$ cat src/rtl/frac_div_pkg.sv
package frac_div_pkg;
  typedef enum logic {ST_IDLE = 1'b0, ST_RUN = 1'b1} run_state_e;
endpackage

$ cat src/rtl/fd_cfg_clamp.sv
module fd_cfg_clamp #(
  parameter int INT_W = 12,
  parameter int MOD_W = 25
) (
  input  logic [INT_W-1:0] int_i,
  input  logic [MOD_W-1:0] frac_i,
  input  logic [MOD_W-1:0] mod_i,
  output logic [INT_W-1:0] int_o,
  output logic [MOD_W-1:0] frac_o,
  output logic [MOD_W-1:0] mod_o,
  output logic             err_o
);
  logic mod_bad, frac_bad, int_bad;

  always_comb begin
    mod_bad  = (mod_i == '0);
    mod_o    = mod_bad ? MOD_W'(1) : mod_i;
    frac_bad = (frac_i >= mod_o);
    frac_o   = frac_bad ? (mod_o - MOD_W'(1)) : frac_i;
    int_bad  = (int_i == '0);
    int_o    = int_bad ? INT_W'(1) : int_i;
    err_o    = mod_bad | frac_bad | int_bad;
  end
endmodule

$ cat src/rtl/fd_frac_acc.sv
module fd_frac_acc #(
  parameter int MOD_W = 25
) (
  input  logic             clk_i,
  input  logic             rst_ni,
  input  logic             load_i,
  input  logic [MOD_W-1:0] frac_i,
  input  logic [MOD_W-1:0] mod_i,
  output logic             carry_o,
  output logic [MOD_W-1:0] acc_o
);
  localparam int SUM_W = MOD_W + 1;

  logic [MOD_W-1:0] acc_q, acc_use;
  logic [SUM_W-1:0] sum, wrapped;

  always_comb begin
    // a shrunken modulus can leave a stale residue above it: restart from 0
    acc_use = (acc_q >= mod_i) ? '0 : acc_q;
    sum     = {1'b0, acc_use} + {1'b0, frac_i};
    carry_o = (sum >= {1'b0, mod_i});
    wrapped = carry_o ? (sum - {1'b0, mod_i}) : sum;
  end

  always_ff @(posedge clk_i or negedge rst_ni) begin
    if (!rst_ni)     acc_q <= '0;
    else if (load_i) acc_q <= wrapped[MOD_W-1:0];
  end

  assign acc_o = acc_q;
endmodule

$ cat src/rtl/fd_cycle_cnt.sv
module fd_cycle_cnt
  import frac_div_pkg::*;
#(
  parameter int CNT_W = 13
) (
  input  logic             clk_i,
  input  logic             rst_ni,
  input  logic [CNT_W-1:0] len_i,
  output logic             load_o,
  output logic             pulse_o,
  output logic             run_o,
  output logic [CNT_W-1:0] cnt_o
);
  run_state_e       state_q;
  logic [CNT_W-1:0] cnt_q;
  logic             last;

  assign last    = (cnt_q == '0);
  assign load_o  = (state_q == ST_IDLE) | last;
  assign pulse_o = (state_q == ST_RUN) & last;
  assign run_o   = (state_q == ST_RUN);
  assign cnt_o   = cnt_q;

  always_ff @(posedge clk_i or negedge rst_ni) begin
    if (!rst_ni) begin
      state_q <= ST_IDLE;
      cnt_q   <= '0;
    end else if (load_o) begin
      state_q <= ST_RUN;
      cnt_q   <= len_i - CNT_W'(1);
    end else begin
      cnt_q   <= cnt_q - CNT_W'(1);
    end
  end
endmodule

$ cat src/rtl/frac_n_divider.sv
module frac_n_divider #(
  parameter int INT_W = 12,
  parameter int MOD_W = 25
) (
  input  logic               clk_i,
  input  logic               rst_ni,
  input  logic [INT_W-1:0]   int_i,
  input  logic [MOD_W-1:0]   frac_i,
  input  logic [MOD_W-1:0]   mod_i,
  output logic               pulse_o,
  output logic [INT_W:0]     ratio_o,
  output logic               cfg_err_o
);
  localparam int CNT_W = INT_W + 1;

  logic [INT_W-1:0] int_c;
  logic [MOD_W-1:0] frac_c, mod_c, acc;
  logic             err_c, carry, load, running;
  logic [CNT_W-1:0] len, cnt;
  logic [CNT_W-1:0] ratio_q;
  logic             err_q;

  fd_cfg_clamp #(.INT_W(INT_W), .MOD_W(MOD_W)) u_clamp (
    .int_i (int_i),
    .frac_i(frac_i),
    .mod_i (mod_i),
    .int_o (int_c),
    .frac_o(frac_c),
    .mod_o (mod_c),
    .err_o (err_c)
  );

  fd_frac_acc #(.MOD_W(MOD_W)) u_acc (
    .clk_i  (clk_i),
    .rst_ni (rst_ni),
    .load_i (load),
    .frac_i (frac_c),
    .mod_i  (mod_c),
    .carry_o(carry),
    .acc_o  (acc)
  );

  assign len = {1'b0, int_c} + CNT_W'(carry);

  fd_cycle_cnt #(.CNT_W(CNT_W)) u_cnt (
    .clk_i  (clk_i),
    .rst_ni (rst_ni),
    .len_i  (len),
    .load_o (load),
    .pulse_o(pulse_o),
    .run_o  (running),
    .cnt_o  (cnt)
  );

  always_ff @(posedge clk_i or negedge rst_ni) begin
    if (!rst_ni) begin
      ratio_q <= '0;
      err_q   <= 1'b0;
    end else if (load) begin
      ratio_q <= len;
      err_q   <= err_c;
    end
  end

  assign ratio_o   = ratio_q;
  assign cfg_err_o = err_q;
endmodule

$ cat config.mk
export PLATFORM = sky130hd
export DESIGN_NAME = frac_n_divider
export DESIGN_NICKNAME = d
export VERILOG_FILES = /design/src/rtl/frac_div_pkg.sv /design/src/rtl/fd_cfg_clamp.sv /design/src/rtl/fd_frac_acc.sv /design/src/rtl/fd_cycle_cnt.sv /design/src/rtl/frac_n_divider.sv
export SDC_FILE = /design/constraint.sdc
export NUM_CORES = 1
export LEC_CHECK = 0
export ABC_CLOCK_PERIOD_IN_PS = 9500
export CAP_MARGIN = 20
export CORE_UTILIZATION = 65
export CTS_CLUSTER_DIAMETER = 80
export DETAILED_ROUTE_END_ITERATION = 10
export DONT_BUFFER_PORTS = 1
export PLACE_DENSITY = 0.79
export SYNTH_ARGS = -nofsm -noshare
export SYNTH_HDL_FRONTEND = slang
export SYNTH_SLANG_ARGS = --single-unit
export TNS_END_PERCENT = 10
$ cat constraint.sdc
create_clock -name clk_i -period 9.5 [get_ports clk_i]
set_input_delay 0.95 -clock clk_i [delete_from_list [all_inputs] [get_ports clk_i]]
set_output_delay 0.95 -clock clk_i [all_outputs]
set_load 0.02 [all_outputs]
-- Word-level counts from Yosys, hierarchy flattened
Index checks and enable logic that the tools add are counted.
- input bits: 64
- output and inout bits: 15
- flip-flop bits (word level): 53
- logic and storage cells: 28
- bitwise gates (word level): 5
- multiplexer cells: 6
- add/subtract/negate cells: 6
- $lt $le $gt $ge: 3
- reduce and logical (&&, ||, !) cells: 3
- operators by type and width (operator ; count):
    two-way mux 25 bit ; 4
    greater-or-equal comparator 25 bit ; 2
    adder 25 x 25 -> 26 bit ; 1
    greater-or-equal comparator 26 x 25 -> 1 bit ; 1
    subtractor 13 x 1 -> 13 bit, second input constant ; 2
    zero test 25 bit ; 1
    subtractor 25 x 1 -> 25 bit, second input constant ; 1
    subtractor 25 bit ; 1
    adder 12 x 1 -> 13 bit ; 1
    zero test 13 bit ; 1
    two-way mux 13 bit ; 1
    zero test 12 bit ; 1
    two-way mux 12 bit ; 1
    bitwise OR 1 bit ; 3
    bitwise AND 1 bit ; 1
    inverter 1 bit ; 1

-- Logic depth before layout (Yosys ltp)
Gate-level depths: netlist of run 1.
- word-level depth: 9
- depth in mapped cells: 46
- gate-level depth less buffers: 44

-- By module
Synthesis of run 1 repeated with hierarchy kept, for this count alone.
- cells, all modules: 1151
- area total of the unflattened synthesis: 8713.4 µm²
- by module, submodules not included (module ; instances ; seq. area each (µm²) ; cells each ; area each (µm²)):
    fd_frac_acc ; 1 ; 625.6 ; 737 ; 5352.6
    fd_cfg_clamp ; 1 ; 0.0 ; 231 ; 1586.5
    fd_cycle_cnt ; 1 ; 350.3 ; 104 ; 1004.7
    frac_n_divider ; 1 ; 350.3 ; 79 ; 769.5

-- Worst setup path after synthesis of run 1
OpenSTA, ideal clock, no wires.
- path type: input to register
- start: in mod_i[1]
- end: reg u_cnt.cnt_q[12], in the netlist u_cnt.cnt_o[12]
- stages: 43
- data required time: 9375 ps
- setup time: 125 ps
- setup slack: 47 ps
- buffers on the path: 3
- data arrival time: 9328 ps
- path through: or3_1 -> nor4_1 -> nand4_1 -> nor2b_1 -> inv_1 -> ha_1 -> a31oi_1 -> a21boi_0 -> o21ai_0 -> a21oi_1 -> o41ai_1 -> a211o_1 -> o211ai_1 -> clkbuf_1 -> mux2i_1 -> ha_1 -> fa_1 -> a21oi_1 -> (+7 left out) -> clkbuf_1 -> nand3_1 -> nor3_1 -> nand3_1 -> a21boi_0 -> a2111oi_0 -> o211ai_2 -> buf_2 -> ha_1 -> ha_1 -> nand2_1 -> mux2_2 -> o32a_1 -> o2bb2ai_1 -> nand2_1 -> nor2_1 -> nand3_1 -> xor2_1
- cells in the longest elaborated chain, start to end: 9
- elaborated cells on any way between the ends: 12
- those cells by class: add/sub: 4; order compare: 3; mux: 4; reduce/logical: 1
- ends and longest elaborated chain (element ; line ; text):
    start: declaration ; frac_n_divider.sv:9 ; input logic [MOD_W-1:0] mod_i,
    zero test 25 bit ; fd_cfg_clamp.sv:16 ; mod_bad = (mod_i == '0);
    two-way mux 25 bit * ; fd_cfg_clamp.sv:17 ; mod_o = mod_bad ? MOD_W'(1) : mod_i;
    subtractor 25 x 1 -> 25 bit, or another cell as far along ; fd_cfg_clamp.sv:19 ; frac_o = frac_bad ? (mod_o - MOD_W'(1)) : frac_i;
    two-way mux 25 bit (on tied branches) ; fd_cfg_clamp.sv:19, fd_frac_acc.sv:19 ;
    adder 25 x 25 -> 26 bit ; fd_frac_acc.sv:20 ; sum = {1'b0, acc_use} + {1'b0, frac_i};
    greater-or-equal comparator 26 x 25 -> 1 bit * ; fd_frac_acc.sv:21 ; carry_o = (sum >= {1'b0, mod_i});
    adder 12 x 1 -> 13 bit * ; frac_n_divider.sv:43 ; assign len = {1'b0, int_c} + CNT_W'(carry);
    subtractor 13 x 1 -> 13 bit * ; fd_cycle_cnt.sv:30 ; cnt_q <= len_i - CNT_W'(1);
    two-way mux 13 bit * ; fd_cycle_cnt.sv:28 ; end else if (load_o) begin
    end signal: assignment ; fd_cycle_cnt.sv:30 ;
    end signal: assignment ; fd_cycle_cnt.sv:32 ; cnt_q <= cnt_q - CNT_W'(1);
    end: declaration ; fd_cycle_cnt.sv:15 ; logic [CNT_W-1:0] cnt_q;
Mark *: on every way between the ends. The rest lies on a longest branch, timed or not.
A chain may end at the register's enable or synchronous reset.

-- Final worst setup path of run 1
- start: in mod_i[14]
- end: reg u_cnt.cnt_q[12], in the netlist u_cnt.cnt_o[12]
Same word-level chain as after synthesis.

==> results.json, run 1 <==
{
  "status": "finished clean",
  "worst-setup-path-type": "input port to flop",
  "ys.flop_type": "dfrtp_1",
  "portBuffers": 0,
  "fin_worst_skew_ns": 0.0261,
  "io_pins": 79,
  "worstPathRequired_ns": 9.72,
  "rrSetupSlack_ns": 1.36,
  "synth_simple_gate_area_share_pct": 19.7,
  "synth_top_family_by_area": "compound AO/OA/AOI/OAI gates",
  "first_global_vias": 6829,
  "critPathLaunch": "mod_i[14]",
  "use_met1_pct": 44.5,
  "finalMaxSlewViolations": 0,
  "r2r_end": "u_cnt.cnt_o[12]",
  "antennaDiodeCount": 0,
  "reg2reg_depth": 36,
  "synth-compound-area-share_pct": 21.3,
  "start_util_pct": 66.6,
  "worst_path_largest_cell_delay_ns": 0.42,
  "synth_top_area_share_pct": 18.5,
  "min_path_type": "input port to async pin",
  "cp-start-kind": "input port",
  "ctsHoldBuffers": 0,
  "ys_async_sr_fraction_pct": 100,
  "synth_fa_ha_area_share_pct": 18.7,
  "firstDrtPassIters": 5,
  "syn-instance-count": 877,
  "synth_top_cell_by_area": "dfrtp_1",
  "max_cap_viol_count": 0,
  "drive_gt1_share_pct": 10.8,
  "gr-usage-all-layers_pct": 36.7,
  "tightest_slew_ns": 1.02,
  "worst_slack_ns": 0.384,
  "critPathMaxFanout": 6,
  "remaining_drc_errors": 0,
  "setup_violations": 0,
  "gr-usage-met3_pct": 6.81,
  "crit_path_end_kind": "flop",
  "cts-root-buf": "clkbuf_8",
  "cts_buffers": 5,
  "avgSynthCellArea_sq_um": 8.19,
  "vias": 6876,
  "clk_latency_ns": 0.36,
  "seq_area_frac_synth_pct": 18.5,
  "h-tree-depth": 2,
  "synth_most_common_cell": "ha_1",
  "period_needed_ns": 9.12,
  "dieWidth_um": 107,
  "ys_warn_count": 0,
  "synth_xor_area_share_pct": 9.75,
  "fmax_mhz": 110,
  "stdcell_count": 1037,
  "fin_crit_sh_pct": 96.0,
  "grt_util_met2_pct": 63.1,
  "antenna_found_initial": 0,
  "maxSlewHeadroom_pct": 32.3,
  "synth_cell_types": 63,
  "rows": 38,
  "avgRoutedWirePerCell_um": 20.0,
  "clock-sinks": 53,
  "grt_max_degree": 77,
  "vias_per_cell": 6.63,
  "first_iter_violations": 411,
  "whs_ns": 0.265,
  "arrival_ns": 9.34,
  "fin_setup_tns_ns": 0,
  "slowest_stage": "fa_1",
  "grt_overflow": 0,
  "fill_cells": 867,
  "yosys-top-cells-area": "dfrtp_1 (18%), ha_1 (18%), xnor2_1 (6.1%)",
  "core_area_sq_mm": 0.0108,
  "layout-area-overhead-vs-synth_pct": 7.28,
  "endpoint": "u_cnt.cnt_o[12]",
  "placedCellCount": 1027,
  "syn-cell-area_sq_mm": 0.00718,
  "fin_nets": 1066,
  "syn-num-nets": 1047,
  "clockBufferDepth": 2,
  "wl_mm": 20.7,
  "dpl.hpwl_mm": 16.5,
  "reg2reg_from": "u_acc.acc_o[19]",
  "ys_top_cells_by_count": "ha_1 (104), a21oi_1 (79), nand2_1 (64)",
  "grt_busiest_layer": "met2",
  "chipHeight_um": 107,
  "grt_pass1_wl_mm": 33.0,
  "antenna_left": 0,
  "cts_tree": "done",
  "synthMuxAreaShare_pct": 8.05,
  "dieArea_sq_mm": 0.0115,
  "synth_enable_flop_cells": 0,
  "path_clk_slew_ns": 0.13,
  "place_congestion": 1.01,
  "hold_viol_final": 0,
  "place_ws_ns": -0.142,
  "synth-seq-cells": 53
}
==> cells by family after synthesis <==
family | count (synthesis)
AOI/OAI and AO/OA | 229
buffers and inverters | 73
and+or+nand+nor | 281
muxes | 54
adders and majority gates | 106
DFF | 53
other | 1
xor gates and xnor gates | 80
==> repair_timing <==
| action | CTS | global route |
|---|---|---|
| resized for setup | 0 | 14 |
| setup buffers | 0 | 2 |
| setup endpoints to repair | 0 | 7 |
==> placed cells by master, fill, tap and decap left out, drive strengths merged, types with 3 or more instances in the layout <==
cell type / n
a211o: 4
a211oi: 3
a21boi: 6
a21o: 36
a21oi: 80
a221o: 3
a31oi: 7
and2: 27
and3: 5
buf: 39
clkbuf: 6
dfrtp: 53
ha: 104
inv: 46
mux2: 27
mux2i: 27
nand2: 64
nand2b: 9
nand3: 32
nand4: 24
nor2: 58
nor2b: 7
nor3: 21
nor4: 17
o211ai: 10
o21a: 14
o21ai: 35
o21bai: 8
o311a: 4
or2: 3
or3: 7
xnor2: 50
xor2: 30
==> metrics by stage <==
| stage | instance area (sq um) | utilization [%] |
|---|---|---|
| 2_1_floorplan | 7180 | - |
| 3_3_place_gp | 7530 | 69.8 |
| 3_5_place_dp | 7530 | 69.8 |
| 4_1_cts | 7630 | 70.7 |
| 5_1_grt | 7710 | 71.4 |
| 6_report | 7710 | 71.4 |
==> worst max-delay path, delay by kind of cell <==
family,cells,cell delay (ns)
and+or+nand+nor,13,2.12
xor gates and xnor gates,1,0.17
adders and majority gates,6,1.69
AOI/OAI and AO/OA,17,3.25
muxes,2,0.54
buffers and inverters,4,0.61
==> layer usage <==
metal,part of all wire (%),wire length (um),vias to the layer above
met1,41,8510,3288
met5,0,0,-
li1,-,-,3243
met3,7.0,1440,65
met4,3.4,696,0
met2,49,10100,280
==> flip-flops by register name (all words and copies together), names as in the netlist <==
| name | cells |
|---|---|
| u_acc.acc_o | 25 |
| cfg_err_o | 1 |
| u_cnt.run_o | 1 |
| u_cnt.cnt_o | 13 |
| ratio_o | 13 |
==> how the worst min path moves through the flow <==
stage | start | to | slack [ns] | depth (start not counted)
final | rst_ni | u_acc.acc_o[13] | 0.27 | 0
after global routing | rst_ni | u_acc.acc_o[13] | 0.26 | 0
after CTS | rst_ni | u_acc.acc_o[13] | 0.26 | 0
after detailed placement | u_cnt.cnt_o[0] | u_cnt.cnt_o[0] | 0.51 | 1
after global placement | u_cnt.cnt_o[0] | u_cnt.cnt_o[0] | 0.47 | 1
after floorplan | u_cnt.cnt_o[0] | u_cnt.cnt_o[0] | 0.45 | 1
==> area by class of cell <==
| type | instances | area [sq um] | area share, % |
|---|---|---|---|
| inverters | 46 | 173 | 2.24 |
| multi-input cells | 751 | 5640 | 73.1 |
| repair buffers | 39 | 297 | 3.85 |
| well taps | 140 | 175 | 2.27 |
| flip-flops and latches | 53 | 1330 | 17.2 |
| clock buffers | 6 | 82.6 | 1.07 |
| clock inverters | 2 | 16.3 | 0.211 |
Power of run 1 is left out: the tool's default activity adds up to more than one toggle a clock period on the data nets, which glitch-free logic cannot reach.
==> run 2: changes to the inputs <==
- BUFFER_PORTS_ARGS: not set -> -buffer_cell sky130_fd_sc_hd__buf_2
- CORE_UTILIZATION: 65 -> 61
- DONT_BUFFER_PORTS: 1 -> not set
- PLACE_DENSITY: 0.79 -> 0.81
==> run 2 against run 1 <==
  * Critical path depth rose by 1
  * Non-clock buffer count rose by 92
  * Cell count rose by 9.2%
  * Global-route usage fell by 4.3 points
  * Utilization rose by 0.91 points
  * Via count rose by 2.1%
  * Maximum frequency fell by 0.45%
  * Die area rose by 6.4%
  * Register-to-register slack improved by 0.06 ns
  * Hold slack improved by 0.22 ns
  * Setup slack got worse by 0.042 ns
  * Largest cell class unchanged
  * Highest routed layer unchanged
==> results.json, run 2 (same netlist as run 1, synthesis figures left out) <==
{
  "reg2reg_depth": 36,
  "io_pins": 79,
  "antenna_found_initial": 0,
  "reg2reg_from": "u_acc.acc_o[20]",
  "rows": 39,
  "cts_tree": "done",
  "dpl.hpwl_mm": 16.0,
  "grt_max_degree": 77,
  "critPathMaxFanout": 15,
  "arrival_ns": 9.34,
  "cp-start-kind": "input port",
  "worst_slack_ns": 0.342,
  "worst_path_largest_cell_delay_ns": 0.38,
  "ctsHoldBuffers": 0,
  "start_util_pct": 62.6,
  "path_clk_slew_ns": 0.08,
  "first_iter_violations": 381,
  "grt_overflow": 0,
  "portBuffers": 78,
  "post-route-cell-area_sq_mm": 0.00829,
  "drive_gt1_share_pct": 19.3,
  "vias_per_cell": 6.20,
  "seq_area_sq_mm": 0.00133,
  "placed_cell_area_sq_mm": 0.00801,
  "setup_violations": 0,
  "crit_path_end_kind": "flop",
  "cts-root-buf": "clkbuf_16",
  "maxSlewHeadroom_pct": 37.5,
  "core_area_sq_mm": 0.0115,
  "cts_buffers": 5,
  "fin_util_pct": 72.3,
  "r2r_end": "u_cnt.cnt_o[12]",
  "dieArea_sq_mm": 0.0122,
  "clockBufferDepth": 2,
  "status": "finished clean",
  "worstPathRequired_ns": 9.69,
  "min_path_type": "flop to flop",
  "fin_nets": 1158,
  "layout_common_cells": "ha_1 (102), a21oi_1 (78), buf_2 (78), nand2_1 (64), nor2_1 (57)",
  "hold_viol_final": 0,
  "remaining_drc_errors": 0,
  "gr-usage-all-layers_pct": 32.4,
  "h-tree-depth": 2,
  "antenna_left": 0,
  "cp_common_cell": "buf_4",
  "hold_depth": 1,
  "tightest_slew_ns": 0.938,
  "cp_num_buf_inv": 7,
  "fin_crit_sh_pct": 96.4,
  "grt_pass1_wl_mm": 32.1,
  "avgRoutedWirePerCell_um": 17.6,
  "final_common_cell": "ha_1",
  "vias": 7020,
  "largest_reg_flops": 25,
  "finalMaxSlewViolations": 0,
  "clock-sinks": 53,
  "period_needed_ns": 9.16,
  "layout-area-overhead-vs-synth_pct": 15.4,
  "clk_latency_ns": 0.30,
  "worst-setup-path-type": "input port to flop",
  "firstDrtPassIters": 5,
  "max_cap_viol_count": 0,
  "multi_input_area_sq_mm": 0.00565,
  "critical_path.top_delay_family": "compound AO/OA/AOI/OAI gates",
  "rrSetupSlack_ns": 1.42,
  "slowest_stage": "o32a_1",
  "fmax_mhz": 109,
  "chipHeight_um": 111,
  "min_from": "ratio_o[12]",
  "holdPathEnd": "ratio_o[12]",
  "first_global_vias": 6511,
  "place_congestion": 0.981,
  "antennaDiodeCount": 0,
  "fill_cells": 915,
  "fin_worst_skew_ns": 0.00783,
  "place_ws_ns": -0.0930,
  "wl_mm": 19.9,
  "dieWidth_um": 111
}
-- run 2: layer usage --
metal	share of wire, %	track usage [%]	vias to the layer above	routed length, um
met1	44	44.7	3258	8840
met2	45	51.5	269	8930
met4	3.8	13.0	0	752
met3	7.1	4.17	55	1420
li1	-	-	3438	-
met5	0	0	-	0
-- run 2: what timing repair did --
action                     CTS  global route
buffers inserted             0             4
resized for setup            0            17
setup endpoints to repair    0             9
-- run 2: final cells by class --
cell class | instances | share of cell area (%)
tap | 143 | 2.16
clock inverter | 2 | 0.498
inverter | 46 | 2.08
sequential | 53 | 16.0
timing repair buffer | 131 | 9.51
clock buffer | 6 | 1.67
multi-input combinational | 751 | 68.1
-- run 2: metrics by stage --
| step | cells | hold slack [ns] | setup TNS, ns |
|---|---|---|---|
| after CTS | 1128 | 0.487 | 0 |
| after global placement | 1120 | 0.462 | 0 |
| after global routing | 1132 | 0.505 | -0.186 |
| after floorplan | 877 | 0.453 | 0 |
| after detailed placement | 1120 | 0.470 | -0.180 |
| final | 1132 | 0.481 | 0 |
-- run 2: worst max path at each step --
stage | startpoint | end | cells past startpoint
finish | mod_i[11] | u_cnt.cnt_o[12] | 44
detailed placement | mod_i[1] | u_cnt.cnt_o[8] | 43
CTS | mod_i[1] | u_cnt.cnt_o[8] | 43
global route | mod_i[11] | u_cnt.cnt_o[12] | 45
global placement | mod_i[1] | u_cnt.cnt_o[8] | 43
floorplan | mod_i[1] | u_cnt.cnt_o[12] | 43
Power of run 2 is left out for the same reason.
==> run 3: changes to the inputs <==
- REMOVE_ABC_BUFFERS: not set -> 1
==> run 3 against run 2 <==
  * Via count grew 1.2%
  * Final area down 1.1%
  * Non-clock buffer count shrank 9
  * Register-to-register slack worse by 0.05 ns
  * Die area is the same
  * Routed wire length grew 2.8%
  * Largest cell class unchanged
==> results.json, run 3 (same netlist as run 1, synthesis figures left out) <==
{
  "status": "finished clean",
  "clock-sinks": 53,
  "place_congestion": 0.985,
  "cp-start-kind": "input port",
  "fin_nets": 1149,
  "core_area_sq_mm": 0.0115,
  "final_common_cell": "ha_1",
  "slowest_stage": "or3_1",
  "avgRoutedWirePerCell_um": 18.3,
  "vias": 7102,
  "largest_reg_flops": 25,
  "fmax_mhz": 112,
  "fin_worst_skew_ns": 0.00797,
  "antennaDiodeCount": 0,
  "path_clk_slew_ns": 0.08,
  "h-tree-depth": 2,
  "antenna_left": 0,
  "placedCellCount": 1112,
  "clk_latency_ns": 0.31,
  "grt_pass1_wl_mm": 33.5,
  "layout_common_cells": "ha_1 (103), a21oi_1 (78), buf_2 (78), nand2_1 (64), nor2_1 (56)",
  "dpl.hpwl_mm": 16.3,
  "worst_path_largest_cell_delay_ns": 0.45,
  "portBuffers": 78,
  "setup_violations": 0,
  "max_cap_viol_count": 0,
  "min_path_type": "flop to flop",
  "chipHeight_um": 111,
  "drive_gt1_share_pct": 18.5,
  "critPathMaxFanout": 4,
  "tightest_slew_ns": 0.862,
  "grt_max_degree": 71,
  "stdcell_count": 1123,
  "maxSlewHeadroom_pct": 42.5,
  "cts_tree": "done",
  "worst-setup-path-type": "input port to flop",
  "wl_mm": 20.5,
  "fin_crit_sh_pct": 94.3,
  "clockBufferDepth": 2,
  "cts_buffers": 5,
  "firstDrtPassIters": 5,
  "period_needed_ns": 8.96,
  "remaining_drc_errors": 0,
  "io_pins": 79,
  "dieArea_sq_mm": 0.0122,
  "cts-root-buf": "clkbuf_16",
  "arrival_ns": 9.20,
  "dieWidth_um": 111,
  "antenna_found_initial": 0,
  "first_global_vias": 6841,
  "cp_common_cell": "ha_1",
  "ctsHoldBuffers": 0,
  "start_util_pct": 62.6,
  "first_iter_violations": 492,
  "vias_per_cell": 6.32,
  "worstPathRequired_ns": 9.74,
  "crit_path_end_kind": "flop",
  "layout-area-overhead-vs-synth_pct": 14.1,
  "hold_viol_final": 0,
  "grt_setup_unrepaired": "false",
  "rows": 39,
  "gr-usage-all-layers_pct": 33.7,
  "finalMaxSlewViolations": 0,
  "grt_overflow": 0
}
run 3: cell count changes in the layout (fill, tap and decap cells not counted), sizes merged:
cell    previous run  this run
clkinv             1         2
buf              131       122
bufinv             1         0
run 3: what timing repair did:
action / 4_1_cts / 5_1_grt
resized for setup: 0 / 16
setup endpoints to repair: 0 / 7
buffers inserted: 0 / 3
run 3: stage by stage:
step	instance area [sq um]	setup WS (ns)	utilization (%)	hold WS [ns]	setup TNS (ns)
after floorplan	7070	-0.704	-	0.453	-4.76
after global placement	7950	0.190	69.4	0.460	0
after detailed placement	7950	-0.0817	69.4	0.467	-0.162
after CTS	8110	0.151	70.7	0.490	0
after global routing	8200	0.0293	71.5	0.501	0
final	8200	0.537	71.5	0.490	0
run 3: worst paths after layout:
| check | cells after the start | end | from | slack [ns] |
|---|---|---|---|---|
| setup reg to reg | 38 | u_cnt.cnt_o[8] | u_acc.acc_o[18] | 1.37 |
| min in group asynchronous | 2 | u_acc.acc_o[2] | rst_ni | 0.78 |
| setup / recovery | 42 | u_cnt.cnt_o[8] | mod_i[1] | 0.54 |
| max in group asynchronous | 2 | u_cnt.cnt_o[9] | rst_ni | 8.25 |
| hold reg to reg | 1 | ratio_o[8] | ratio_o[8] | 0.49 |
| hold / removal | 1 | ratio_o[8] | ratio_o[8] | 0.49 |
run 3: critical path, delay by kind of cell:
family / cells / cell delay [ns]
compound gates: 17 / 3.20
xor+xnor: 3 / 0.45
fa+ha+maj: 5 / 1.33
buf+inv: 4 / 0.54
mux: 2 / 0.47
simple gates: 11 / 2.27
run 3: per-layer routing:
metal | routed length [um] | GRT usage, %
met2 | 9570 | 56.4
met1 | 9050 | 44.6
met3 | 1250 | 4.06
met4 | 629 | 12.5
met5 | 0 | 0
run 3: cell type report:
cell class | instances | area (sq um)
clock inverters | 2 | 17.5
multi-input cells | 751 | 5640
well taps | 143 | 179
flip-flops and latches | 53 | 1330
inverters | 46 | 173
fillers | 942 | 3270
repair buffers | 122 | 721
clock buffers | 6 | 139
Power of run 3 is left out for the same reason.
